`config.mk`:
```
export PLATFORM = sky130hd
export DESIGN_NAME = lcd_strobe_gen
export DESIGN_NICKNAME = d
export VERILOG_FILES = /design/src/rtl/lcd_strobe_pkg.sv /design/src/rtl/lcd_strobe_cfg.sv /design/src/rtl/lcd_strobe_hsync.sv /design/src/rtl/lcd_strobe_fsm.sv /design/src/rtl/lcd_strobe_out.sv /design/src/rtl/lcd_strobe_gen.sv
export SDC_FILE = /design/constraint.sdc
export NUM_CORES = 1
export LEC_CHECK = 0
export CORE_AREA = 3 3 40 42
export CTS_BUF_LIST = sky130_fd_sc_hd__clkbuf_8
export DETAILED_ROUTE_END_ITERATION = 7
export DIE_AREA = 0 0 43 45
export DONT_BUFFER_PORTS = 1
export MAX_ROUTING_LAYER = met4
export PLACE_DENSITY_LB_ADDON = 0.1
export SETUP_SLACK_MARGIN = 0.1
export SLEW_MARGIN = 5
export SYNTH_ARGS = -nofsm -noshare
export SYNTH_HDL_FRONTEND = slang
export SYNTH_SLANG_ARGS = --single-unit
```
`constraint.sdc`:
```
create_clock -name clk -period 1.59 [get_ports clk]
set_input_delay 0.318 -clock clk [delete_from_list [all_inputs] [get_ports clk]]
set_output_delay 0.318 -clock clk [all_outputs]
set_load 0.1 [all_outputs]
```
`src/rtl/lcd_strobe_pkg.sv`:
```
package lcd_strobe_pkg;

    parameter int DLY_W = 4;

    typedef enum logic [1:0] {
        ST_IDLE  = 2'd0,
        ST_COUNT = 2'd1,
        ST_FIRE  = 2'd2
    } strobe_st_e;

    typedef struct packed {
        logic             pnl_rst;
        logic             invert;
        logic             enable;
        logic [DLY_W-1:0] delay;
    } strobe_cfg_t;

endpackage

```
`src/rtl/lcd_strobe_cfg.sv`:
```
module lcd_strobe_cfg
    import lcd_strobe_pkg::*;
#(
    parameter int CW = DLY_W + 3
) (
    input  logic          clk,
    input  logic          pwr_fault_n,
    input  logic          wr_en,
    input  logic [CW-1:0] wr_data,
    output strobe_cfg_t   cfg
);

    strobe_cfg_t cfg_q;

    always_ff @(posedge clk or negedge pwr_fault_n) begin
        if (!pwr_fault_n) begin
            cfg_q <= '0;
        end else if (wr_en) begin
            cfg_q <= strobe_cfg_t'(wr_data);
        end
    end

    assign cfg = cfg_q;

endmodule

```
`src/rtl/lcd_strobe_hsync.sv`:
```
module lcd_strobe_hsync #(
    parameter int STAGES = 2
) (
    input  logic clk,
    input  logic pwr_fault_n,
    input  logic hsync_in,
    output logic rise
);

    logic [STAGES-1:0] sync_q;
    logic              last_q;

    generate
        for (genvar s = 0; s < STAGES; s++) begin : g_stage
            if (s == 0) begin : g_first
                always_ff @(posedge clk or negedge pwr_fault_n) begin
                    if (!pwr_fault_n) sync_q[s] <= 1'b0;
                    else              sync_q[s] <= hsync_in;
                end
            end else begin : g_next
                always_ff @(posedge clk or negedge pwr_fault_n) begin
                    if (!pwr_fault_n) sync_q[s] <= 1'b0;
                    else              sync_q[s] <= sync_q[s-1];
                end
            end
        end
    endgenerate

    always_ff @(posedge clk or negedge pwr_fault_n) begin
        if (!pwr_fault_n) last_q <= 1'b0;
        else              last_q <= sync_q[STAGES-1];
    end

    assign rise = sync_q[STAGES-1] & ~last_q;

endmodule

```
`src/rtl/lcd_strobe_fsm.sv`:
```
module lcd_strobe_fsm
    import lcd_strobe_pkg::*;
(
    input  logic             clk,
    input  logic             pwr_fault_n,
    input  logic             rise,
    input  logic [DLY_W-1:0] delay,
    output strobe_st_e       state,
    output logic [DLY_W-1:0] count,
    output logic             fire
);

    localparam logic [DLY_W-1:0] CNT_ONE  = DLY_W'(1);
    localparam logic [DLY_W-1:0] CNT_ZERO = '0;

    strobe_st_e       st_q, st_d;
    logic [DLY_W-1:0] cnt_q, cnt_d;

    // state register
    always_ff @(posedge clk or negedge pwr_fault_n) begin
        if (!pwr_fault_n) begin
            st_q  <= ST_IDLE;
            cnt_q <= CNT_ZERO;
        end else begin
            st_q  <= st_d;
            cnt_q <= cnt_d;
        end
    end

    // next state
    always_comb begin
        st_d  = st_q;
        cnt_d = cnt_q;
        unique case (st_q)
            ST_IDLE: begin
                if (rise) begin
                    if (delay == CNT_ZERO) begin
                        st_d = ST_FIRE;          // T_IDLE_FIRE
                    end else begin
                        st_d  = ST_COUNT;        // T_IDLE_COUNT
                        cnt_d = delay;
                    end
                end
            end
            ST_COUNT: begin
                if (cnt_q == CNT_ONE) begin
                    st_d  = ST_FIRE;             // T_COUNT_FIRE
                    cnt_d = CNT_ZERO;
                end else begin
                    cnt_d = cnt_q - CNT_ONE;     // T_COUNT_COUNT
                end
            end
            ST_FIRE: begin
                st_d = ST_IDLE;                  // T_FIRE_IDLE
            end
            default: begin
                st_d  = ST_IDLE;
                cnt_d = CNT_ZERO;
            end
        endcase
    end

    // outputs
    always_comb begin
        fire = (st_q == ST_FIRE);
    end

    assign state = st_q;
    assign count = cnt_q;

endmodule

```
`src/rtl/lcd_strobe_out.sv`:
```
module lcd_strobe_out (
    input  logic fire,
    input  logic enable,
    input  logic invert,
    output logic strobe
);

    always_comb begin
        if (enable) strobe = fire ^ invert;
        else        strobe = invert;
    end

endmodule

```
`src/rtl/lcd_strobe_gen.sv`:
```
module lcd_strobe_gen
    import lcd_strobe_pkg::*;
#(
    parameter int SYNC_STAGES = 2,
    parameter int CFG_W       = 8
) (
    input  logic             clk,
    input  logic             pwr_fault_n,
    input  logic             cfg_we,
    input  logic [CFG_W-1:0] cfg_wdata,
    input  logic             hsync_in,
    output logic             strobe_o,
    output logic             panel_rst_o
);

    localparam int USED_W = DLY_W + 3;

    strobe_cfg_t      cfg;
    logic             hs_rise;
    strobe_st_e       fsm_state;
    logic [DLY_W-1:0] fsm_count;
    logic             fsm_fire;
    logic [CFG_W-1:USED_W] unused_cfg_bits;

    assign unused_cfg_bits = cfg_wdata[CFG_W-1:USED_W];

    lcd_strobe_cfg #(.CW(USED_W)) u_cfg (
        .clk         (clk),
        .pwr_fault_n (pwr_fault_n),
        .wr_en       (cfg_we),
        .wr_data     (cfg_wdata[USED_W-1:0]),
        .cfg         (cfg)
    );

    lcd_strobe_hsync #(.STAGES(SYNC_STAGES)) u_hsync (
        .clk         (clk),
        .pwr_fault_n (pwr_fault_n),
        .hsync_in    (hsync_in),
        .rise        (hs_rise)
    );

    lcd_strobe_fsm u_fsm (
        .clk         (clk),
        .pwr_fault_n (pwr_fault_n),
        .rise        (hs_rise),
        .delay       (cfg.delay),
        .state       (fsm_state),
        .count       (fsm_count),
        .fire        (fsm_fire)
    );

    lcd_strobe_out u_out (
        .fire   (fsm_fire),
        .enable (cfg.enable),
        .invert (cfg.invert),
        .strobe (strobe_o)
    );

    assign panel_rst_o = cfg.pnl_rst;

endmodule

```
==> flow_metrics.env, run 1 <==
export IMPL_synth_simple_area_share_pct=13.8
export IMPL_synth_edf_count=0
export IMPL_total_leakage_power_nw=0.414
export IMPL_crit_path_max_fanout=2
export IMPL_ios=14
export IMPL_max_cap_violations=0
export IMPL_syn_to_final_growth_pct=29.4
export IMPL_diodes=0
export IMPL_tns_ns=0
export IMPL_synthFlopType="dfrtp_1"
export IMPL_grt_use_total_pct=17.3
export IMPL_grt_pass1_wl_mm=2.26
export IMPL_cp_top_family="flip-flops"
export IMPL_wire_per_inst_um=15.7
export IMPL_drt_wl_total_mm=1.35
export IMPL_antenna_left=0
export IMPL_synth_xor_area_share_pct=1.22
export IMPL_cts_made_buffers=3
export IMPL_num_vias=505
export IMPL_synth_compound_area_share_pct=10.6
export IMPL_path_cells="inv_2 -> nand3_4 -> xnor2_4 -> buf_12"
export IMPL_powerDensity_nw_per_um2=1720
export IMPL_crit_type="flop to primary output"
export IMPL_dpl_hpwl_um=980
export IMPL_rsz0062_at_grt="true"
export IMPL_die_x_um=43
export IMPL_start_util_pct=55.9
export IMPL_layout_min_cycle_time_ns=1.51
export IMPL_rows=13
export IMPL_die_h_um=45
export IMPL_ys_top_cells_by_count="dfrtp_1, mux2_2, nor2_1"
export IMPL_clkSlewWorstSetupHoldPaths_ns=0.06
export IMPL_setup_viol=0
export IMPL_yosysWarnings=0
export IMPL_ir_worst_vdd_uv=1020
export IMPL_antenna_found_initial=0
export IMPL_skew_ns=0.00186
export IMPL_status="completed"
export IMPL_worstPathArrival_ns=1.19
export IMPL_ys_types=29
export IMPL_path_buf_inv=2
export IMPL_yosysTopAreaCell="dfrtp_1"
export IMPL_cts_tree="built"
export IMPL_place_congestion=0.751
export IMPL_synth_area_um2=718
export IMPL_post_drt_via_cell_ratio=5.87
export IMPL_synthCells=59
export IMPL_worst_slack_ns=0.0792
export IMPL_worst_slew_pin_slew_ns=0.682
export IMPL_required_ns=1.27
export IMPL_async_flop_share_pct=100
export IMPL_syn_nets=73
export IMPL_critical_path_slowest_cell="dfrtp_2"
export IMPL_fin_nets=86
export IMPL_dieArea_um2=1940
export IMPL_dp_slack_ns=0.0471
export IMPL_synth_area_mux_share_pct=12.4
export IMPL_hold_ws_ns=0.0976
export IMPL_yosys_top_cells_area="dfrtp_1, mux2_2, ha_1, nand2b_4, nand2b_1"
export IMPL_grt_max_degree=17
export IMPL_grt_pass1_vias=511
export IMPL_yosysSeqAreaShare_pct=55.7
export IMPL_drc_errors=0
export IMPL_h_tree_depth=1
export IMPL_cpPeakStageDelay_ns=0.42
export IMPL_synth_adder_area_share_pct=3.48
export IMPL_grt_overflow=0
export IMPL_holdCritPathClass="primary input to flop"
export IMPL_ys_seq_elements=16
export IMPL_start_kind="flop"
export IMPL_synth_top_family_by_area="simple AND/OR/NAND/NOR gates"
export IMPL_end_kind="primary output"
export IMPL_clock_path_buffers=2
export IMPL_root_buffer="clkbuf_8"
export IMPL_syn_avg_cell_area_um2=12.2
export IMPL_clk_latency_ns=0.25
export IMPL_cts_sinks=16
export IMPL_coreArea_um2=1280
export IMPL_maxSlewViolCount=0
export IMPL_portBuffers=0
export IMPL_drt_iter0_markers=13
export IMPL_min_period_over_period_pct=95.0
export IMPL_synth_top_area_share_pct=55.7
export IMPL_fin_util_pct=72.3
export IMPL_dr_pass1_iters=3
export IMPL_final_hold_viol_count=0
export IMPL_slew_headroom_pct=54.4
export IMPL_fmax_mhz=662
export IMPL_synth_most_common_cell="dfrtp_1"
export IMPL_layout_drive_gt1_share_pct=40.8
[registers in the layout, indices dropped and copies added (netlist names)]
register / cells
u_cfg.cfg: 7
u_fsm.count: 4
u_fsm.state: 2
u_hsync.last_q: 1
u_hsync.sync_q: 2
[stage by stage]
stage                     total power [mW]  cells  area, um2
after CTS                             1.49     82        881
after detailed placement              1.09     75        795
after floorplan                      0.961     59        749
after global placement                1.05     75        795
final                                 1.60     86        930
after global routing                  1.70     86        930
[metal layers]
metal | vias to the layer above | GRT usage, % | routed length, um
met5 | - | - | 0
met4 | 0 | 9.04 | 27
met3 | 4 | 5.98 | 64
met2 | 12 | 28.1 | 703
met1 | 249 | 18.8 | 558
li1 | 240 | - | -
[logic make-up after synthesis]
family                     after synthesis
AOI/OAI and AO/OA                       11
and+or+nand+nor                         16
adders and majority gates                2
buffers and inverters                    5
DFF                                     16
xor gates and xnor gates                 1
muxes                                    8
[where the power goes]
part           leakage [nW]  total (mW)  internal, mW  switching, mW
combinational         0.197       0.646         0.340          0.305
clock                0.0288       0.348         0.219          0.129
sequential            0.189       0.606         0.506         0.0993
total                 0.414        1.60          1.07          0.533
[cell type report]
cell class              count  area (um2)
flip-flops and latches     16         403
fillers                    91         355
multi-input cells          38         352
repair buffers             10        90.1
clock buffers               4        55.1
well taps                  15        18.8
inverters                   3        11.3
[what timing repair did]
| item | 4_1_cts | 5_1_grt |
|---|---|---|
| endpoints found under the setup margin | 2 | 4 |
| hold endpoints to repair | 16 | 0 |
| resized for setup | 2 | 4 |
| hold buffers | 1 | 0 |
| buffers inserted | 2 | 4 |
| pin swaps | 0 | 1 |
[cell usage in the layout, fill, tap and decap left out, types with 2 or more instances in the layout]
| cell | n |
|---|---|
| nor2_1 | 3 |
| o21ai_1 | 2 |
| ha_1 | 2 |
| a21oi_1 | 2 |
| buf_4 | 8 |
| nand2b_1 | 2 |
| inv_1 | 2 |
| mux2_2 | 7 |
| clkbuf_8 | 4 |
| dfrtp_2 | 2 |
| dfrtp_1 | 14 |
[final timing paths]
kind | to | start | slack [ns] | depth (start not counted)
max | strobe_o | u_fsm.state[0] | 0.08 | 4
min | u_hsync.sync_q[0] | hsync_in | 0.1 | 0
max reg2reg | u_fsm.count[3] | u_fsm.count[0] | 0.13 | 5
min reg2reg | u_hsync.sync_q[1] | u_hsync.sync_q[0] | 0.35 | 0
max in group asynchronous | u_fsm.state[0] | pwr_fault_n | 0.56 | 1
min in group asynchronous | u_fsm.count[3] | pwr_fault_n | 0.55 | 1
[worst register-to-register path, stage by stage, from the launching register on]
cell and delay, ns:
dfrtp_2 0.41, ha_1 0.22, nor3b_4 0.16, or3_4 0.34, a21oi_1 0.14, a311o_1 0.13
No activity file was read; power rests on OpenSTA's default activity.
==> inputs of run 2 (changes only) <==
--- a/config.mk
+++ b/config.mk
@@ -6,7 +6,7 @@
 export NUM_CORES = 1
 export LEC_CHECK = 0
 export CORE_AREA = 3 3 40 42
-export CTS_BUF_LIST = sky130_fd_sc_hd__clkbuf_8
+export CTS_BUF_LIST = sky130_fd_sc_hd__clkbuf_16
 export DETAILED_ROUTE_END_ITERATION = 7
 export DIE_AREA = 0 0 43 45
 export DONT_BUFFER_PORTS = 1
==> flow_metrics.env, run 2 (same netlist as run 1, synthesis figures left out) <==
export IMPL_min_period_over_period_pct=94.5
export IMPL_root_buffer="clkbuf_16"
export IMPL_largest_register_ffs=7
export IMPL_final_common_cell="dfrtp_1"
export IMPL_drc_errors=0
export IMPL_cp_top_family="flip-flops"
export IMPL_antenna_found_initial=0
export IMPL_crit_cells=4
export IMPL_die_h_um=45
export IMPL_min_from="hsync_in"
export IMPL_maxSlewViolCount=0
export IMPL_start_util_pct=55.9
export IMPL_drt_iter0_markers=6
export IMPL_crit_type="flop to primary output"
export IMPL_dpl_hpwl_um=980
export IMPL_grt_use_total_pct=17.1
export IMPL_ios=14
export IMPL_path_buf_inv=2
export IMPL_power_mw=1.73
export IMPL_grt_max_degree=17
export IMPL_dr_pass1_iters=4
export IMPL_layout_min_cycle_time_ns=1.50
export IMPL_place_congestion=0.751
export IMPL_ir_worst_vdd_uv=1210
export IMPL_clock_path_buffers=2
export IMPL_rsz0062_at_grt="true"
export IMPL_cpPeakStageDelay_ns=0.41
export IMPL_h_tree_depth=1
export IMPL_path_cells="inv_2 -> nand3_4 -> xnor2_4 -> buf_12"
export IMPL_cp_startpoint="u_fsm.state[0]"
export IMPL_status="completed"
export IMPL_diodes=0
export IMPL_grt_pass1_wl_mm=2.22
export IMPL_grt_overflow=0
export IMPL_r2r_cells=5
export IMPL_total_leakage_power_nw=0.424
export IMPL_num_vias=498
export IMPL_cts_tree="built"
export IMPL_antenna_left=0
export IMPL_syn_to_final_growth_pct=32.8
export IMPL_dieArea_um2=1940
export IMPL_max_cap_violations=0
export IMPL_grt_pass1_vias=507
export IMPL_skew_ns=0.00289
export IMPL_end_kind="primary output"
export IMPL_clkSlewWorstSetupHoldPaths_ns=0.05
export IMPL_required_ns=1.27
export IMPL_coreArea_um2=1280
export IMPL_post_drt_via_cell_ratio=5.79
export IMPL_most_common_layout_cells="dfrtp_1, buf_4, mux2_2, nor2_1, clkbuf_16"
export IMPL_worst_slew_pin_slew_ns=0.672
export IMPL_setup_viol=0
export IMPL_worstReg2RegStart="u_fsm.count[0]"
export IMPL_cts_sinks=16
export IMPL_fmax_mhz=665
export IMPL_powerDensity_nw_per_um2=1810
export IMPL_slew_headroom_pct=55.0
export IMPL_cts_made_buffers=3
export IMPL_start_kind="flop"
export IMPL_hold_path_depth=0
export IMPL_holdCritPathClass="primary input to flop"
export IMPL_final_hold_viol_count=0
export IMPL_tns_ns=0
export IMPL_clk_latency_ns=0.24
export IMPL_worstPathArrival_ns=1.19
export IMPL_crit_path_max_fanout=2
export IMPL_fin_nets=86
export IMPL_critical_path_slowest_cell="dfrtp_2"
export IMPL_drt_wl_total_mm=1.37
export IMPL_rows=13
export IMPL_wire_per_inst_um=15.9
export IMPL_portBuffers=0
export IMPL_die_x_um=43
export IMPL_layout_drive_gt1_share_pct=39.4
==> run 2: cell count changes in the layout (fill, tap and decap cells not counted), sizes merged <==
cell / before / now
clkinv: 0 / 1
clkbuf: 4 / 3
==> run 2: routing by layer <==
layer,global-route usage (%),part of all wire (%)
met2,27.2,53
met5,-,0
met4,9.04,1.2
met1,19.1,42
met3,5.98,4.6
==> run 2: final cells by class <==
cell class              count  area [um2]
well taps                  15        18.8
flip-flops and latches     16         403
clock inverters             1        3.75
multi-input cells          38         352
repair buffers             10        90.1
fillers                    84         332
clock buffers               3        75.1
inverters                   3        11.3
==> run 2: power by group <==
part	switching [mW]	leakage [nW]	internal (mW)
combinational	0.307	0.197	0.341
sequential	0.0989	0.189	0.507
clock	0.142	0.0385	0.332
total	0.547	0.424	1.18
==> run 2: path summary, 6_finish.rpt <==
kind | endpoint | slack [ns]
min in group asynchronous | u_fsm.count[3] | 0.55
max reg2reg | u_fsm.count[3] | 0.15
max | strobe_o | 0.09
min reg2reg | u_hsync.sync_q[1] | 0.34
min | u_hsync.sync_q[0] | 0.10
max in group asynchronous | u_fsm.state[0] | 0.57
==> run 2: timing repair <==
action,in CTS,in global routing
resized for setup,2,4
buffers inserted,2,4
hold buffers,1,0
endpoints found under the hold margin,16,0
endpoints found under the setup margin,2,4
pin swaps,0,1
==> run 2: through the flow <==
| stage | std cells | cell area [um2] | hold WS, ns | worst slack [ns] | util [%] |
|---|---|---|---|---|---|
| 2_1_floorplan | 59 | 749 | 0.0224 | 0.0120 | - |
| 3_3_place_gp | 75 | 795 | 0.0229 | 0.127 | 61.8 |
| 3_5_place_dp | 75 | 795 | 0.0228 | 0.0471 | 61.8 |
| 4_1_cts | 82 | 905 | 0.101 | 0.0545 | 70.4 |
| 5_1_grt | 86 | 953 | 0.0918 | 0.0561 | 74.2 |
| 6_report | 86 | 953 | 0.102 | 0.0867 | 74.2 |
==> inputs of run 3 (changes only) <==
==> constraint.sdc (replaced) <==
create_clock -name clk -period 1.59 [get_ports clk]
set_input_delay 0.0795 -clock clk [delete_from_list [all_inputs] [get_ports clk]]
set_output_delay 0.0795 -clock clk [all_outputs]
set_load 0.1 [all_outputs]
==> flow_metrics.env, run 3 (same netlist as run 1, synthesis figures left out) <==
export IMPL_clkSlewWorstSetupHoldPaths_ns=0.05
export IMPL_dpl_hpwl_um=985
export IMPL_ir_worst_vdd_uv=1140
export IMPL_final_hold_viol_count=0
export IMPL_layout_drive_gt1_share_pct=37.8
export IMPL_diodes=0
export IMPL_antenna_found_initial=0
export IMPL_cts_made_buffers=3
export IMPL_holdCritPathClass="primary input to flop"
export IMPL_grt_use_total_pct=20.5
export IMPL_max_cap_violations=0
export IMPL_tns_ns=0
export IMPL_status="completed"
export IMPL_fin_nets=97
export IMPL_crit_type="flop to flop"
export IMPL_coreArea_um2=1280
export IMPL_h_tree_depth=1
export IMPL_wire_per_inst_um=18.8
export IMPL_start_kind="flop"
export IMPL_worst_slew_pin_slew_ns=0.697
export IMPL_reg2reg_to="u_fsm.count[3]"
export IMPL_holdPathEnd="u_cfg.cfg[6]"
export IMPL_crit_path_max_fanout=5
export IMPL_largest_register_ffs=7
export IMPL_rows=13
export IMPL_maxSlewViolCount=0
export IMPL_grt_pass1_wl_mm=2.72
export IMPL_die_x_um=43
export IMPL_min_period_over_period_pct=94.2
export IMPL_setup_viol=0
export IMPL_r2r_cells=5
export IMPL_syn_to_final_growth_pct=53.1
export IMPL_hold_path_depth=1
export IMPL_placed_area_um2=782
export IMPL_grt_overflow=0
export IMPL_end_kind="flop"
export IMPL_post_drt_via_cell_ratio=5.79
export IMPL_dieArea_um2=1940
export IMPL_place_congestion=0.742
export IMPL_drt_iter0_markers=6
export IMPL_root_buffer="clkbuf_16"
export IMPL_required_ns=1.77
export IMPL_most_common_layout_cells="dlygate4sd3_1, dfrtp_1, mux2_2, buf_4"
export IMPL_dr_pass1_iters=2
export IMPL_total_leakage_power_nw=0.472
export IMPL_portBuffers=0
export IMPL_grt_pass1_vias=575
export IMPL_die_h_um=45
export IMPL_drt_wl_total_mm=1.83
export IMPL_r2r_slack_ns=0.09
export IMPL_worstPathArrival_ns=1.68
export IMPL_min_from="cfg_we"
export IMPL_grt_max_degree=17
export IMPL_clk_latency_ns=0.25
export IMPL_rsz0062_at_grt="true"
export IMPL_cts_sinks=16
export IMPL_layout_min_cycle_time_ns=1.50
export IMPL_drc_errors=0
export IMPL_hold_ws_ns=0.00737
export IMPL_antenna_left=0
export IMPL_worstReg2RegStart="u_fsm.count[0]"
export IMPL_start_util_pct=55.9
export IMPL_num_vias=562
export IMPL_worst_slack_ns=0.0917
export IMPL_design_area_um2=1100
export IMPL_skew_ns=0.00501
export IMPL_ios=14
export IMPL_clock_path_buffers=2
export IMPL_dp_slack_ns=0.0551
export IMPL_powerDensity_nw_per_um2=1660
export IMPL_slew_headroom_pct=53.4
export IMPL_fmax_mhz=667
export IMPL_cts_tree="built"
## run 3: cell types whose count changed in the layout (fill, tap and decap cells not counted), sizes merged
cell | before | now
dlygate4sd3 | 1 | 14
buf | 9 | 7
## run 3: cell type report
cell class	instances	area (um2)
clock inverters	1	3.75
inverters	3	13.8
clock buffers	3	75.1
well taps	15	18.8
fillers	66	185
flip-flops and latches	16	403
repair buffers	21	205
multi-input cells	38	380
## run 3: what timing repair did
item / 4_1_cts / 5_1_grt
pin swaps: 0 / 3
setup buffers: 0 / 4
gates resized for setup: 2 / 13
setup endpoints to repair: 2 / 4
endpoints found under the hold margin: 24 / 0
hold buffers: 14 / 0
## run 3: layer usage
metal,track usage [%],up-vias,share of wire (%)
met3,5.98,4,3.8
met4,7.23,0,1.7
met2,36.2,14,54
met5,-,-,0
li1,-,259,-
met1,22.1,285,40
## run 3: through the flow
step | utilization (%) | total power, mW | std cells
final | 85.6 | 1.82 | 97
after global routing | 85.6 | 1.93 | 97
after CTS | 78.7 | 1.61 | 93
after detailed placement | 60.9 | 1.07 | 75
after global placement | 60.9 | 1.03 | 75
after floorplan | - | 0.949 | 59
## run 3: critical path, cell delays in order, from the launching register on
cell and delay, ns:
dfrtp_2 0.45, ha_4 0.17, nor3b_4 0.15, or3_4 0.42
a21oi_2 0.11, a311o_1 0.13
## run 3: worst max-delay path by stage
stage	startpoint	to	depth (start not counted)
after CTS	u_fsm.count[0]	u_fsm.count[3]	5
after detailed placement	u_fsm.count[1]	u_fsm.count[3]	6
after floorplan	u_fsm.state[0]	strobe_o	3
after global routing	u_fsm.count[1]	u_fsm.count[3]	6
after global placement	u_fsm.count[1]	u_fsm.count[3]	6
final	u_fsm.count[0]	u_fsm.count[3]	5
## run 3: power by group
group          internal (mW)  total [mW]  switching (mW)
Sequential             0.507       0.659           0.152
Clock                  0.333       0.488           0.155
Combinational          0.363       0.675           0.312
